$ cat config.mk
export PLATFORM = sky130hd
export DESIGN_NAME = clkdiv_search
export DESIGN_NICKNAME = d
export VERILOG_FILES = /design/src/rtl/clkdiv_pkg.sv /design/src/rtl/cds_divider.sv /design/src/rtl/cds_best_track.sv /design/src/rtl/cds_sequencer.sv /design/src/rtl/clkdiv_search.sv
export SDC_FILE = /design/constraint.sdc
export NUM_CORES = 1
export LEC_CHECK = 0
export ABC_CLOCK_PERIOD_IN_PS = 10000
export BUFFER_PORTS_ARGS = -buffer_cell sky130_fd_sc_hd__buf_2
export CAP_MARGIN = 40
export CORE_ASPECT_RATIO = 1.5
export CORE_MARGIN = 2
export CORE_UTILIZATION = 40
export DETAILED_ROUTE_END_ITERATION = 8
export PLACE_DENSITY = 0.65
export SLEW_MARGIN = 10
export SYNTH_ARGS = -nofsm -noshare
export SYNTH_HDL_FRONTEND = slang
export SYNTH_HIERARCHICAL = 1
export SYNTH_SLANG_ARGS = --single-unit
$ cat constraint.sdc
create_clock -name clk -period 10 [get_ports clk]
set_clock_uncertainty 0.1 [all_clocks]
set_input_delay 0 -clock clk [delete_from_list [all_inputs] [get_ports clk]]
set_output_delay 0 -clock clk [all_outputs]
set_load 0.02 [all_outputs]
$ cat src/rtl/clkdiv_pkg.sv
// Package: shared constants and sequencer state encoding for the divisor search.
// Assumes the ratio field widths are fixed by the clock stage: N is 2 bits, M is 5 bits.
package clkdiv_pkg;
    localparam int N_W  = 2;
    localparam int M_W  = 5;
    localparam int DV_W = M_W + 1;  // divisor M+1 reaches 32
    localparam logic [N_W-1:0] N_LAST = '1;
    localparam logic [M_W-1:0] M_LAST = '1;

    typedef enum logic [2:0] {
        ST_IDLE,
        ST_DIVGO,
        ST_DIVWAIT,
        ST_DECIDE,
        ST_RECALC_GO,
        ST_RECALC_WAIT,
        ST_REPORT
    } seq_state_e;
endpackage

$ cat src/rtl/cds_divider.sv
// Restoring shift-subtract divider with a fixed latency of W cycles after start.
// Assumes divisor is nonzero and start is raised only when no division is running.
// done pulses one cycle with the truncated quotient on `quotient`.
module cds_divider #(
    parameter int W    = 32,
    parameter int DV_W = 6
) (
    input  logic            clk,
    input  logic            rst_n,
    input  logic            start,
    input  logic [W-1:0]    dividend,
    input  logic [DV_W-1:0] divisor,
    output logic            done,
    output logic [W-1:0]    quotient
);
    localparam int CW = $clog2(W + 1);

    logic [W-1:0]    quo_q;
    logic [DV_W:0]   rem_q;
    logic [DV_W-1:0] dsr_q;
    logic [CW-1:0]   cnt_q;
    logic            run_q;
    logic            done_q;

    logic [DV_W:0]   shifted;
    logic [DV_W:0]   rem_nx;
    logic            q_bit;

    // One restoring step: bring in the next dividend bit, subtract if it fits.
    always_comb begin
        shifted = {rem_q[DV_W-1:0], quo_q[W-1]};
        q_bit   = (shifted >= {1'b0, dsr_q});
        rem_nx  = q_bit ? (shifted - {1'b0, dsr_q}) : shifted;
    end

    // Iteration registers: load on start, step while running, flag the last step.
    always_ff @(posedge clk) begin
        if (!rst_n) begin
            quo_q  <= '0;
            rem_q  <= '0;
            dsr_q  <= '0;
            cnt_q  <= '0;
            run_q  <= 1'b0;
            done_q <= 1'b0;
        end else begin
            done_q <= 1'b0;
            if (start) begin
                quo_q <= dividend;
                rem_q <= '0;
                dsr_q <= divisor;
                cnt_q <= CW'(W);
                run_q <= 1'b1;
            end else if (run_q) begin
                quo_q <= {quo_q[W-2:0], q_bit};
                rem_q <= rem_nx;
                cnt_q <= cnt_q - CW'(1);
                if (cnt_q == CW'(1)) begin
                    run_q  <= 1'b0;
                    done_q <= 1'b1;
                end
            end
        end
    end

    assign done     = done_q;
    assign quotient = quo_q;
endmodule

$ cat src/rtl/cds_best_track.sv
// Best-candidate tracker: holds the smallest non-negative (target - candidate) seen.
// Assumes clear comes before the first eval of a search. A candidate replaces the
// held one only when strictly closer, so the earliest of equal candidates is kept.
module cds_best_track #(
    parameter int W     = 32,
    parameter int SRC_W = 2
) (
    input  logic                       clk,
    input  logic                       rst_n,
    input  logic                       clear,
    input  logic [W-1:0]               target,
    input  logic                       eval,
    input  logic [W-1:0]               cand,
    input  logic [SRC_W-1:0]           cand_src,
    input  logic [clkdiv_pkg::N_W-1:0] cand_n,
    input  logic [clkdiv_pkg::M_W-1:0] cand_m,
    output logic [SRC_W-1:0]           best_src,
    output logic [clkdiv_pkg::N_W-1:0] best_n,
    output logic [clkdiv_pkg::M_W-1:0] best_m,
    output logic                       found
);
    logic [W-1:0] tgt_q;
    logic [W-1:0] diff_q;
    logic         better;

    // Acceptance rule: no overshoot and strictly smaller distance.
    always_comb begin
        better = (cand <= tgt_q) && ((tgt_q - cand) < diff_q);
    end

    // Best-so-far registers: seeded with the target distance, updated on accept.
    always_ff @(posedge clk) begin
        if (!rst_n) begin
            tgt_q    <= '0;
            diff_q   <= '0;
            best_src <= '0;
            best_n   <= '0;
            best_m   <= '0;
        end else if (clear) begin
            tgt_q    <= target;
            diff_q   <= target;
            best_src <= '0;
            best_n   <= '0;
            best_m   <= '0;
        end else if (eval && better) begin
            diff_q   <= tgt_q - cand;
            best_src <= cand_src;
            best_n   <= cand_n;
            best_m   <= cand_m;
        end
    end

    assign found = (diff_q != tgt_q);
endmodule

$ cat src/rtl/cds_sequencer.sv
// Sweep sequencer: walks source (outer), N, then M (inner), starting one division
// per candidate, then recomputes the winner's frequency and reports.
// Assumes the divider answers each start with exactly one done pulse.
module cds_sequencer #(
    parameter int NSRC  = 4,
    parameter int SRC_W = 2,
    parameter int CNT_W = 3
) (
    input  logic                       clk,
    input  logic                       rst_n,
    input  logic                       start,
    input  logic [CNT_W-1:0]           src_count,
    input  logic                       div_done,
    input  logic                       found,
    output logic                       busy,
    output logic                       done,
    output logic                       clear,
    output logic                       div_start,
    output logic                       recalc,
    output logic                       eval,
    output logic                       finish_ok,
    output logic                       finish_fail,
    output logic [SRC_W-1:0]           idx_src,
    output logic [clkdiv_pkg::N_W-1:0] idx_n,
    output logic [clkdiv_pkg::M_W-1:0] idx_m
);
    import clkdiv_pkg::*;

    seq_state_e       state_q;
    seq_state_e       state_nx;
    logic [CNT_W-1:0] cnt_q;
    logic [CNT_W-1:0] eff_cnt;
    logic             last_cand;

    // Clamp the requested source count to the number of source inputs.
    always_comb begin
        eff_cnt = (src_count > CNT_W'(NSRC)) ? CNT_W'(NSRC) : src_count;
    end

    // Last point of the sweep: final M, final N, final valid source.
    always_comb begin
        last_cand = (idx_m == M_LAST) && (idx_n == N_LAST) &&
                    ((CNT_W'(idx_src) + CNT_W'(1)) == cnt_q);
    end

    // Control strobes decoded from the current state.
    always_comb begin
        clear       = (state_q == ST_IDLE) && start;
        div_start   = (state_q == ST_DIVGO) || (state_q == ST_RECALC_GO);
        recalc      = (state_q == ST_RECALC_GO) || (state_q == ST_RECALC_WAIT);
        eval        = (state_q == ST_DIVWAIT) && div_done;
        finish_ok   = (state_q == ST_RECALC_WAIT) && div_done;
        finish_fail = (clear && (eff_cnt == '0)) ||
                      ((state_q == ST_DECIDE) && !found);
        busy        = (state_q != ST_IDLE);
        done        = (state_q == ST_REPORT);
    end

    // Next-state selection for the sweep, decision and recompute phases.
    always_comb begin
        state_nx = state_q;
        unique case (state_q)
            ST_IDLE:        if (start) state_nx = (eff_cnt == '0) ? ST_REPORT : ST_DIVGO;
            ST_DIVGO:       state_nx = ST_DIVWAIT;
            ST_DIVWAIT:     if (div_done) state_nx = last_cand ? ST_DECIDE : ST_DIVGO;
            ST_DECIDE:      state_nx = found ? ST_RECALC_GO : ST_REPORT;
            ST_RECALC_GO:   state_nx = ST_RECALC_WAIT;
            ST_RECALC_WAIT: if (div_done) state_nx = ST_REPORT;
            ST_REPORT:      state_nx = ST_IDLE;
            default:        state_nx = ST_IDLE;
        endcase
    end

    // State register and captured source count.
    always_ff @(posedge clk) begin
        if (!rst_n) begin
            state_q <= ST_IDLE;
            cnt_q   <= '0;
        end else begin
            state_q <= state_nx;
            if (clear) cnt_q <= eff_cnt;
        end
    end

    // Sweep indices: reset at start, advance M first, then N, then source.
    always_ff @(posedge clk) begin
        if (!rst_n || clear) begin
            idx_src <= '0;
            idx_n   <= '0;
            idx_m   <= '0;
        end else if (eval) begin
            if (idx_m == M_LAST) begin
                idx_m <= '0;
                if (idx_n == N_LAST) begin
                    idx_n   <= '0;
                    idx_src <= idx_src + SRC_W'(1);
                end else begin
                    idx_n <= idx_n + N_W'(1);
                end
            end else begin
                idx_m <= idx_m + M_W'(1);
            end
        end
    end
endmodule

$ cat src/rtl/clkdiv_search.sv
// Top of the divisor search: captures inputs at start, feeds the shared divider
// from the sweep indices (or the winner during recompute), and registers results.
// Assumes src_freqs packs source i at bits [i*FREQ_W +: FREQ_W].
module clkdiv_search #(
    parameter int NSRC   = 4,
    parameter int FREQ_W = 32,
    localparam int SRC_W = (NSRC > 1) ? $clog2(NSRC) : 1,
    localparam int CNT_W = $clog2(NSRC + 1)
) (
    input  logic                   clk,
    input  logic                   rst_n,
    input  logic                   start,
    input  logic [FREQ_W-1:0]      target_freq,
    input  logic [NSRC*FREQ_W-1:0] src_freqs,
    input  logic [CNT_W-1:0]       src_count,
    output logic                   busy,
    output logic                   done,
    output logic                   fail,
    output logic [SRC_W-1:0]       sel_src,
    output logic [1:0]             sel_n,
    output logic [4:0]             sel_m,
    output logic [FREQ_W-1:0]      out_freq
);
    import clkdiv_pkg::*;

    logic [FREQ_W-1:0] freq_q [NSRC];

    logic              clear, div_start, recalc, eval, finish_ok, finish_fail;
    logic              div_done, found;
    logic [SRC_W-1:0]  idx_src, best_src, cur_src;
    logic [N_W-1:0]    idx_n, best_n, cur_n;
    logic [M_W-1:0]    idx_m, best_m, cur_m;
    logic [FREQ_W-1:0] dividend, quotient;
    logic [DV_W-1:0]   divisor;

    // Per-source capture registers, loaded on an accepted start.
    for (genvar gi = 0; gi < NSRC; gi++) begin : g_cap
        always_ff @(posedge clk) begin
            if (!rst_n)     freq_q[gi] <= '0;
            else if (clear) freq_q[gi] <= src_freqs[gi*FREQ_W +: FREQ_W];
        end
    end

    // Divider operands: sweep point, or the winning point during recompute.
    always_comb begin
        cur_src  = recalc ? best_src : idx_src;
        cur_n    = recalc ? best_n   : idx_n;
        cur_m    = recalc ? best_m   : idx_m;
        dividend = freq_q[cur_src] >> cur_n;
        divisor  = {1'b0, cur_m} + DV_W'(1);
    end

    cds_sequencer #(.NSRC(NSRC), .SRC_W(SRC_W), .CNT_W(CNT_W)) u_seq (
        .clk(clk), .rst_n(rst_n), .start(start), .src_count(src_count),
        .div_done(div_done), .found(found), .busy(busy), .done(done),
        .clear(clear), .div_start(div_start), .recalc(recalc), .eval(eval),
        .finish_ok(finish_ok), .finish_fail(finish_fail),
        .idx_src(idx_src), .idx_n(idx_n), .idx_m(idx_m)
    );

    cds_divider #(.W(FREQ_W), .DV_W(DV_W)) u_div (
        .clk(clk), .rst_n(rst_n), .start(div_start), .dividend(dividend),
        .divisor(divisor), .done(div_done), .quotient(quotient)
    );

    cds_best_track #(.W(FREQ_W), .SRC_W(SRC_W)) u_best (
        .clk(clk), .rst_n(rst_n), .clear(clear), .target(target_freq),
        .eval(eval), .cand(quotient), .cand_src(idx_src), .cand_n(idx_n),
        .cand_m(idx_m), .best_src(best_src), .best_n(best_n),
        .best_m(best_m), .found(found)
    );

    // Result registers: winner on success, all-zero with fail on failure.
    always_ff @(posedge clk) begin
        if (!rst_n || finish_fail) begin
            fail     <= finish_fail && rst_n;
            sel_src  <= '0;
            sel_n    <= '0;
            sel_m    <= '0;
            out_freq <= '0;
        end else if (finish_ok) begin
            fail     <= 1'b0;
            sel_src  <= best_src;
            sel_n    <= best_n;
            sel_m    <= best_m;
            out_freq <= quotient;
        end
    end
endmodule

==> results.py, run 1 <==
metrics = {
    "global_route": {
        "grt_use_met3_pct": 2.34,
        "grt_first_pass_wirelength_mm": 77.6,
        "via_count_of_the_first_global_routing_pass": 14600,
        "grt_usage_pct": 21.1,
        "grt_max_degree": 129,
        "grt_antenna_before_repair": 2,
        "remaining_global_route_overflow": 0,
        "use_met1_pct": 25.6,
        "global_route.peak_usage_layer": "met2",
        "grt_use_met2_pct": 39.2,
    },
    "routing": {
        "drt-wirelength-per-cell_um": 18.1,
        "drt_iter0_drc": 934,
        "routed_via_density": 5.33,
        "detail-route-antenna-nets": 0,
        "route.vias.total": 14700,
        "dr.pass1.iters": 7,
        "wl_mm": 49.9,
        "remaining_drc_errors": 0,
    },
    "synth": {
        "synthesis.area_mm2": 0.0176,
        "synthesis.nets": 2085,
        "synth_largest_area_cell": "edfxtp_1",
        "synth-seq-area-share_pct": 42.6,
        "async_flop_share_pct": 0,
        "ys.flop_type": "dfxtp_1",
        "synth_seq_cells": 310,
        "post_synth_inst_count": 1840,
        "post_synth_edffs": 129,
        "synth_warnings": 6,
        "syn_area_per_cell_um2": 9.57,
        "yosysUniqueCellTypes": 80,
        "synth.top_cells.by_area": "edfxtp_1 (22%), dfxtp_1 (21%), mux2i_1 (12%), ha_1 (5.5%), and3_1 (5.0%)",
        "synth_most_common_cell": "mux2i_1",
        "area_share_of_the_largest_cell_type_after_synthesis_pct": 22.0,
        "synth_top_cells_by_count": "mux2i_1 (217), dfxtp_1 (181), and3_1 (140), edfxtp_1 (129), nor2_1 (123)",
    },
    "clocking": {
        "clkSlewWorstSetupHoldPaths_ns": 0.07,
        "clock_tree.buffer_depth": 3,
        "clk_root_buffer_cell": "clkbuf_16",
        "tritoncts": "built",
        "cts.sink_count": 310,
        "cts_buffers": 31,
        "cts.repair.resized": 0,
        "clkLatencyLatePin_ns": 0.60,
        "cts_hold_repair.buffers": 171,
        "post-cts-setup-buffers": 0,
        "cts_max_level": 1,
    },
    "floorplan": {
        "die-height_um": 261,
        "core-area_mm2": 0.0436,
        "die-area_mm2": 0.0458,
        "die-width_um": 175,
        "initial_core_util_pct": 40.4,
        "fp-row-count": 94,
        "floorplan.io_pins": 210,
    },
    "hold_path": {
        "hold_path_depth": 4,
        "worstHoldEndpoint": "u_best/tgt_q[13]",
        "holdCritStartpoint": "target_freq[13]",
        "min-delay-path-class": "input pin to register",
    },
    "worst_setup_path": {
        "crit_path_start_kind": "register",
        "timing.reg2reg.worst_path_depth": 21,
        "worst_r2r_startpoint": "u_div/quotient[0]",
        "critical_path.max_fanout": 41,
        "crit_type": "register to register",
        "reg2reg_slack_ns": 4.74,
        "critical_path.endpoint_type": "register",
        "critical_path_required_ns": 10.34,
        "critical_path.reg2reg.endpoint": "u_best/diff_q[31]",
        "worstPathArrival_ns": 5.61,
    },
    "finish": {
        "insertedDiodeCount": 0,
        "final_layout_size_suffix_gt1_share_pct": 14.4,
        "area_growth_pct": 23.9,
        "layout.nets": 2398,
        "finish.utilization_pct": 50.0,
    },
    "sta": {
        "rsz0062_at_grt": "no",
        "slew_violations": 0,
        "max_clock_freq_mhz": 190,
        "slack_of_the_critical_path_ns": 4.74,
        "final_hold_violating_endpoints": 0,
        "slew-limit-headroom_pct": 38.5,
        "worst_pin_slew_ns": 0.923,
        "period_needed_ns": 5.26,
        "setup_viol": 0,
        "fin_tns_setup_ns": 0,
        "finalCritPeriodShare_pct": 52.6,
    },
    "power": {
        "power_density_mw_per_mm2": 195,
        "switchingPower_mw": 1.47,
        "vdd_drop_max_v": 0.000137,
        "logic_gate_share_of_total_power_pct": 34.6,
        "leakage_power_nw": 9.72,
        "intPower_mw": 2.79,
        "clock_power_share_pct": 28.9,
        "p_sw_share_pct": 34.5,
        "post-layout-total-power_mw": 4.26,
        "seq_power_share_pct": 36.5,
    },
    "place": {
        "gpl.final_weighted_congestion": 0.891,
        "hpwl_mm": 34.9,
        "placement.io_buffers": 209,
        "preCtsSetupSlack_ns": 4.76,
    },
    "flow_run": {
        "maxCapViolCount": 0,
    },
    "outcome": {
        "outcome": "complete, no violations",
    },
}
## power groups by stage
stage	clock, mW	combinational (mW)	sequential, mW
finish	1.23	1.48	1.56
CTS	1.26	1.47	1.56
global placement	0	1.39	1.58
detailed placement	0	1.41	1.58
global route	1.30	1.64	1.57
floorplan	0	1.06	1.55
## cell usage in the layout, fill, tap and decap left out, types with 5 or more instances in the layout
| master | count |
|---|---|
| a211oi_1 | 12 |
| a21o_1 | 11 |
| a21oi_1 | 99 |
| a22oi_1 | 58 |
| a31oi_1 | 7 |
| and2_1 | 33 |
| and3_1 | 139 |
| buf_2 | 208 |
| buf_4 | 13 |
| clkbuf_16 | 32 |
| dfxtp_1 | 180 |
| dlygate4sd3_1 | 171 |
| edfxtp_1 | 129 |
| ha_1 | 77 |
| inv_1 | 91 |
| mux2i_1 | 215 |
| nand2_1 | 121 |
| nand2b_1 | 17 |
| nand3_1 | 52 |
| nand4_1 | 19 |
| nor2_1 | 122 |
| nor2b_1 | 20 |
| nor3_1 | 13 |
| o211ai_1 | 5 |
| o21a_1 | 8 |
| o21ai_0 | 91 |
| o21ai_1 | 33 |
| xnor2_1 | 55 |
| xor2_1 | 21 |
## worst max path at each step
| stage | to | slack (ns) | from |
|---|---|---|---|
| floorplan | freq_q[0][0] | 4.99 | u_seq/state_q[1] |
| finish | u_best/diff_q[31] | 4.74 | u_div/quotient[0] |
| global route | u_best/diff_q[31] | 4.29 | u_div/quotient[0] |
| detailed placement | u_best/diff_q[31] | 4.76 | u_div/quotient[0] |
| CTS | u_best/diff_q[31] | 4.71 | u_div/quotient[0] |
| global placement | u_best/diff_q[31] | 4.90 | u_div/quotient[0] |
## metrics by stage
stage          std cells  hold slack, ns  cell area [um^2]
2_1_floorplan       1840          0.0217             17600
3_3_place_gp        2518           0.153             18900
3_5_place_dp        2524           0.161             19000
4_1_cts             2753          0.0706             21800
5_1_grt             2754           0.114             21800
6_report            2754           0.103             21800
## registers in the layout, indices dropped and copies added (netlist names), 6 cells and up
name and flops:
freq_q 128, out_freq 32, u_best/diff_q 32, u_best/tgt_q 32
u_div/quotient 32, u_div/cnt_q 6, u_div/dsr_q 6, u_div/rem_q 6
## final cells by class
| type | count | area (um^2) |
|---|---|---|
| Sequential cell | 310 | 7500 |
| Clock inverter | 22 | 234 |
| Tap cell | 576 | 721 |
| Inverter | 93 | 352 |
| Clock buffer | 36 | 846 |
| Multi-Input combinational cell | 1318 | 9170 |
| Timing Repair Buffer | 399 | 2990 |
| Fill cell | 3964 | 21800 |
## per-layer routing
layer  up-vias  wire (um)
li1       7238          -
met1      6936      20800
met2       425      25600
met3        79       2190
met4         2       1340
met5         -         16
## cell families (layout without fill, tap and decap cells)
logic type,count (synthesis),in the layout,share of synthesized area (%)
compound gates,373,373,13.2
mux,219,219,12.5
simple gates,571,571,16.6
fa+ha+maj,79,79,5.70
flops,310,310,42.6
buf+inv,212,550,5.67
xor+xnor,76,76,3.78
## worst max-delay path: stages, from the launching register on
cell	delay, ns
dfxtp_1	0.37
ha_1	0.18
inv_1	0.05
fa_1	0.43
a211oi_1	0.37
o21ai_1	0.19
a21oi_1	0.34
a21oi_2	0.14
o21ai_2	0.28
nor2_1	0.09
nor2_1	0.12
xor2_1	0.19
inv_1	0.07
ha_1	0.29
nand4_1	0.13
nor2_1	0.06
a2bb2oi_1	0.15
nand4b_1	0.13
a211oi_2	0.38
nand2_4	0.52
a41oi_1	0.40
o21ai_0	0.12
Power figures use the tool's default switching activity.
==> inputs of run 2 (changes only) <==
Settings changed: ABC_AREA set to 1, ABC_CLOCK_PERIOD_IN_PS 10000 to 5450.
Clock period 10 ns to 5.45 ns, I/O delays scaled along.
==> results.py, run 2 <==
metrics = {
    "hold_path": {
        "min-delay-path-class": "input pin to register",
        "hold_path_depth": 4,
    },
    "floorplan": {
        "initial_core_util_pct": 40.6,
        "die-area_mm2": 0.0502,
        "fp-row-count": 98,
        "die-height_um": 273,
        "floorplan.io_pins": 210,
        "core-area_mm2": 0.0477,
        "die-width_um": 184,
    },
    "power": {
        "vdd_drop_max_v": 0.000292,
        "post-layout-total-power_mw": 13.3,
        "leakage_power_nw": 11.5,
        "seq_power_share_pct": 25.8,
        "clock_power_share_pct": 16.9,
        "logic_gate_share_of_total_power_pct": 57.3,
        "p_sw_share_pct": 48.4,
        "power_density_mw_per_mm2": 565,
        "switchingPower_mw": 6.43,
        "intPower_mw": 6.85,
    },
    "synth": {
        "post_synth_edffs": 129,
        "post_synth_inst_count": 2784,
        "synth_most_common_cell": "nand2_1",
        "area_share_of_the_largest_cell_type_after_synthesis_pct": 20.0,
        "yosysUniqueCellTypes": 55,
        "synth_seq_cells": 310,
        "synth.top_cells.by_area": "edfxtp_1 (20%), dfxtp_1 (19%), nand2_1 (13%), inv_1 (11%), nand3_1 (9.3%)",
        "async_flop_share_pct": 0,
        "synth_warnings": 6,
        "synth_largest_area_cell": "edfxtp_1",
        "synthesis.nets": 3029,
        "syn_area_per_cell_um2": 6.96,
        "synth-seq-area-share_pct": 38.7,
        "ys.flop_type": "dfxtp_1",
        "synth_top_cells_by_count": "nand2_1 (688), inv_1 (558), nand3_1 (361), nor2_1 (238), dfxtp_1 (181)",
        "synthesis.area_mm2": 0.0194,
    },
    "finish": {
        "largest_register_ff_count": 128,
        "finalNonFillerCells": 3727,
        "layout_commonest_cell": "nand2_1",
        "layout.nets": 3347,
        "insertedDiodeCount": 0,
        "mostFrequentLayoutCells": "nand2_1 (685), inv_1 (555), nand3_1 (361), nor2_1 (238), buf_2 (209)",
        "area_growth_pct": 21.4,
        "final.fill_count": 4686,
        "registers.top_by_ff_count": "freq_q",
        "final_layout_size_suffix_gt1_share_pct": 12.2,
    },
    "sta": {
        "rsz0062_at_grt": "no",
        "setup_viol": 0,
        "worst_pin_slew_ns": 0.897,
        "slew_violations": 0,
        "finalCritPeriodShare_pct": 82.4,
        "max_clock_freq_mhz": 223,
        "slew-limit-headroom_pct": 40.2,
        "final_hold_violating_endpoints": 0,
        "period_needed_ns": 4.49,
        "fin_tns_setup_ns": 0,
    },
    "global_route": {
        "grt_antenna_before_repair": 0,
        "grt_usage_pct": 25.0,
        "grt_first_pass_wirelength_mm": 98.2,
        "grt_max_degree": 72,
        "remaining_global_route_overflow": 0,
        "via_count_of_the_first_global_routing_pass": 18200,
    },
    "place": {
        "placement.io_buffers": 209,
        "dpl.cell_count": 3501,
        "gpl.final_weighted_congestion": 0.998,
        "hpwl_mm": 48.2,
    },
    "worst_setup_path": {
        "timing.reg2reg.worst_path_depth": 22,
        "reg2reg_slack_ns": 0.96,
        "critical_path_required_ns": 5.82,
        "worstPathArrival_ns": 4.86,
        "critical_path.endpoint_type": "register",
        "crit_path_start_kind": "register",
        "crit_type": "register to register",
        "critical_path.max_fanout": 13,
    },
    "flow_run": {
        "maxCapViolCount": 0,
    },
    "clocking": {
        "cts.sink_count": 310,
        "clkLatencyLatePin_ns": 0.59,
        "cts_buffers": 31,
        "clk_root_buffer_cell": "clkbuf_16",
        "clock_tree.buffer_depth": 3,
        "post-cts-setup-buffers": 0,
        "cts_max_level": 1,
        "clkSlewWorstSetupHoldPaths_ns": 0.07,
        "tritoncts": "built",
    },
    "routing": {
        "drt_iter0_drc": 1112,
        "wl_mm": 63.3,
        "remaining_drc_errors": 0,
        "route.vias.total": 18700,
        "dr.pass1.iters": 5,
        "routed_via_density": 5.01,
        "detail-route-antenna-nets": 0,
        "drt-wirelength-per-cell_um": 17.0,
    },
    "outcome": {
        "outcome": "complete, no violations",
    },
}
## run 2: power by group through the flow
stage                     clock network, mW  registers [mW]  logic (mW)
after floorplan                           0            3.31        5.46
after global placement                    0            3.45        7.35
after detailed placement                  0            3.46        7.44
after CTS                              2.29            3.42        7.58
after global routing                   2.37            3.49        8.53
final                                  2.24            3.42        7.62
## run 2: cell type report
type | count | area [um^2] | share of cell area [%]
flip-flops and latches | 310 | 7500 | 31.9
clock buffers | 36 | 795 | 3.38
inverters | 571 | 2150 | 9.14
multi-input cells | 1789 | 9120 | 38.8
clock inverters | 22 | 248 | 1.05
well taps | 600 | 751 | 3.19
repair buffers | 399 | 2950 | 12.6
## run 2: worst paths after layout
| kind | startpoint | to |
|---|---|---|
| worst max-delay path | u_div/quotient[15] | u_best/best_m[3] |
| worst max register to register | u_div/quotient[15] | u_best/best_m[3] |
| worst min-delay path | src_freqs[67] | freq_q[2][3] |
| worst min register to register | out_freq[12] | out_freq[12] |
## run 2: per-stage QoR
| step | worst slack (ns) | util [%] | instance area, um^2 | hold WS, ns |
|---|---|---|---|---|
| after floorplan | 2.34 | - | 19400 | 0.0235 |
| after detailed placement | 0.969 | 43.6 | 20800 | 0.190 |
| after global routing | 0.669 | 49.3 | 23500 | 0.144 |
| final | 0.960 | 49.3 | 23500 | 0.138 |
| after CTS | 0.950 | 49.3 | 23500 | 0.110 |
| after global placement | 0.988 | 43.4 | 20700 | 0.190 |
## run 2: metal layers
| metal | track usage [%] | vias to the layer above | wire length [um] |
|---|---|---|---|
| li1 | - | 9325 | - |
| met1 | 28.0 | 8583 | 24300 |
| met2 | 45.2 | 600 | 31600 |
| met3 | 2.10 | 159 | 2720 |
| met4 | 16.2 | 0 | 4640 |
| met5 | 0 | - | 0 |
## run 2: logic make-up (layout without fill, tap and decap cells)
kind of cell / after synthesis / count (layout) / synth area share, %
muxes: 1 / 1 / 0.0517
DFF: 310 / 310 / 38.7
and+or+nand+nor: 1397 / 1397 / 31.3
adders and majority gates: 79 / 79 / 5.18
AOI/OAI and AO/OA: 260 / 260 / 8.07
buffers and inverters: 685 / 1028 / 14.3
xor gates and xnor gates: 52 / 52 / 2.35
## run 2: what timing repair did
action / in CTS / in global routing
hold buffers: 168 / 0
setup endpoints to repair: 0 / 0
endpoints found under the hold margin: 250 / 0
resized for setup: 0 / 0
## run 2: worst max-delay path, stage by stage, from the launching register on
cell	delay, ns
dfxtp_1	0.37
inv_1	0.06
ha_1	0.38
nand2_1	0.10
nand2_1	0.08
inv_1	0.17
nand2_1	0.16
nand2_1	0.09
nand2_1	0.15
a21oi_1	0.32
nand3_1	0.17
and2_1	0.24
ha_1	0.29
nand2_1	0.05
nor2_1	0.13
nand4_1	0.12
nor3_1	0.32
nand2_1	0.16
nand3_4	0.20
buf_4	0.22
clkinv_1	0.22
nor2_1	0.18
nor2_1	0.07
==> inputs of run 3 (changes only) <==
Settings changed: ABC_AREA 1 to 0, ABC_CLOCK_PERIOD_IN_PS 5450 to 4400.
Clock period 5.45 ns to 4.4 ns, I/O delays scaled along.
==> results.py, run 3 (synthesized netlist as in run 1, its figures left out) <==
metrics = {
    "outcome": {
        "outcome": "finished with violations",
        "failed_checks": "setup timing",
    },
    "place": {
        "placement.io_buffers": 209,
        "preCtsSetupSlack_ns": -0.165,
        "gpl.final_weighted_congestion": 0.928,
        "dpl.cell_count": 2591,
        "placedInstanceArea_mm2": 0.0195,
        "hpwl_mm": 36.6,
    },
    "finish": {
        "layout.nets": 2475,
        "insertedDiodeCount": 0,
        "layout_commonest_cell": "mux2i_1",
        "registers.top_by_ff_count": "freq_q",
        "finish.utilization_pct": 52.3,
        "mostFrequentLayoutCells": "mux2i_1 (215), buf_2 (208), dfxtp_1 (169), dlygate4sd3_1 (167), and3_1 (138)",
        "final.fill_count": 3881,
        "multi_input_area_mm2": 0.00953,
        "seqCellArea_mm2": 0.00751,
        "final_layout_size_suffix_gt1_share_pct": 19.9,
        "largest_register_ff_count": 128,
        "finalNonFillerCells": 2830,
        "area_growth_pct": 29.5,
        "postLayoutCellArea_mm2": 0.0228,
    },
    "sta": {
        "final_hold_violating_endpoints": 0,
        "setup_viol": 1,
        "hold-worst-slack_ns": 0.111,
        "max_clock_freq_mhz": 227,
        "finalCritPeriodShare_pct": 100,
        "period_needed_ns": 4.41,
        "worst_pin_slew_ns": 0.927,
        "fin_tns_setup_ns": -0.0135,
        "slew_violations": 0,
        "slew-limit-headroom_pct": 38.2,
        "rsz0062_at_grt": "yes",
        "slack_of_the_critical_path_ns": -0.0135,
    },
    "worst_setup_path": {
        "timing.critical_path.buf_inv": 3,
        "cpMaxStageDelayCell": "or4_4",
        "critical_path.endpoint_type": "register",
        "critical_path_required_ns": 4.73,
        "critical_path.max_fanout": 19,
        "worstPathArrival_ns": 4.75,
        "crit_type": "register to register",
        "timing.critical_path.slowest_cell_delay_ns": 0.52,
        "cp_cell_sequence": "inv_1 > ha_4 > and3_4 > nand2_1 > or4_4 > a21o_1 > a21oi_4 > o21ai_0 > nor3b_2 > inv_1 > ha_1 > nand4_1 > nor2_1 > a2bb2oi_2 > nand4b_1 > a211oi_4 > nand2_4 > buf_12 > mux2i_1 > a21oi_1",
        "crit_path_frequent_cell": "inv_1",
        "crit_path_start_kind": "register",
        "kind_of_cell_adding_the_most_delay_to_the_critical_path": "simple AND/OR/NAND/NOR gates",
    },
    "routing": {
        "drt-wirelength-per-cell_um": 18.3,
        "route.vias.total": 14900,
        "routed_via_density": 5.25,
        "detail-route-antenna-nets": 0,
        "remaining_drc_errors": 0,
        "drt_iter0_drc": 853,
        "wl_mm": 51.9,
        "dr.pass1.iters": 8,
    },
    "hold_path": {
        "min-delay-path-class": "input pin to register",
    },
    "flow_run": {
        "maxCapViolCount": 0,
    },
    "clocking": {
        "clkSlewWorstSetupHoldPaths_ns": 0.07,
        "clock_tree.buffer_depth": 3,
        "cts.sink_count": 310,
        "cts_buffers": 31,
        "clk_root_buffer_cell": "clkbuf_16",
        "clkLatencyLatePin_ns": 0.58,
        "cts_max_level": 1,
        "tritoncts": "built",
    },
    "power": {
        "post-layout-total-power_mw": 10.5,
        "leakage_power_nw": 10.2,
        "power_density_mw_per_mm2": 459,
        "vdd_drop_max_v": 0.000246,
    },
    "floorplan": {
        "fp-row-count": 94,
        "initial_core_util_pct": 40.4,
        "floorplan.io_pins": 210,
        "die-height_um": 261,
        "core-area_mm2": 0.0436,
        "die-area_mm2": 0.0458,
        "die-width_um": 175,
    },
    "global_route": {
        "grt_first_pass_wirelength_mm": 79.2,
        "grt_antenna_before_repair": 0,
        "grt_usage_pct": 21.8,
        "remaining_global_route_overflow": 0,
        "via_count_of_the_first_global_routing_pass": 14800,
        "grt_max_degree": 133,
    },
}
==> run 3: changes by cell type in the layout (fill, tap and decap cells not counted), moves of 25 or more <==
cell / before / now
and3_1: 1 / 138
nor2_1: 238 / 121
inv_1: 555 / 86
nand2_1: 685 / 121
a22oi_1: 5 / 58
o21ai_0: 33 / 86
a21oi_1: 140 / 90
mux2i_1: 1 / 215
nand2_2: 25 / 0
nand3_1: 361 / 51
buf_4: 18 / 93
==> run 3: cell type report <==
class                   count  area share (%)
multi-input cells        1318            41.8
flip-flops and latches    310            32.9
clock inverters            24            1.43
well taps                 576            3.16
repair buffers            476            15.7
clock buffers              33            3.43
inverters                  93            1.54
==> run 3: power by group <==
| group | switching [mW] | internal, mW |
|---|---|---|
| registers | 0.211 | 3.33 |
| clock network | 1.20 | 1.71 |
| logic | 2.21 | 1.82 |
| total | 3.62 | 6.86 |
==> run 3: timing repair <==
item,4_1_cts,5_1_grt
pin swaps,11,21
setup buffers,3,10
hold buffers,167,0
setup endpoints to repair,41,41
endpoints found under the hold margin,227,0
resized for setup,24,50
cloned,0,2
==> run 3: final timing paths <==
path                      start          endpoint  slack [ns]  cells past startpoint
min             target_freq[17]  u_best/tgt_q[17]        0.11                      4
max reg2reg  u_div/quotient[10]  u_best/diff_q[8]       -0.01                     20
min reg2reg      u_seq/cnt_q[1]    u_seq/cnt_q[1]        0.37                      2
max          u_div/quotient[10]  u_best/diff_q[8]       -0.01                     20
==> run 3: layer usage <==
metal | up-vias | routed length, um | track usage [%]
li1 | 7385 | - | -
met1 | 7016 | 21900 | 26.3
met2 | 367 | 26200 | 40.1
met3 | 85 | 2080 | 2.22
met4 | 0 | 1680 | 7.50
met5 | - | 0 | 0
==> run 3: tightest hold or removal path, cell delays in order <==
cell and delay, ns:
dlygate4sd3_1 0.52, buf_2 0.11, mux2i_1 0.06, nor2_1 0.07
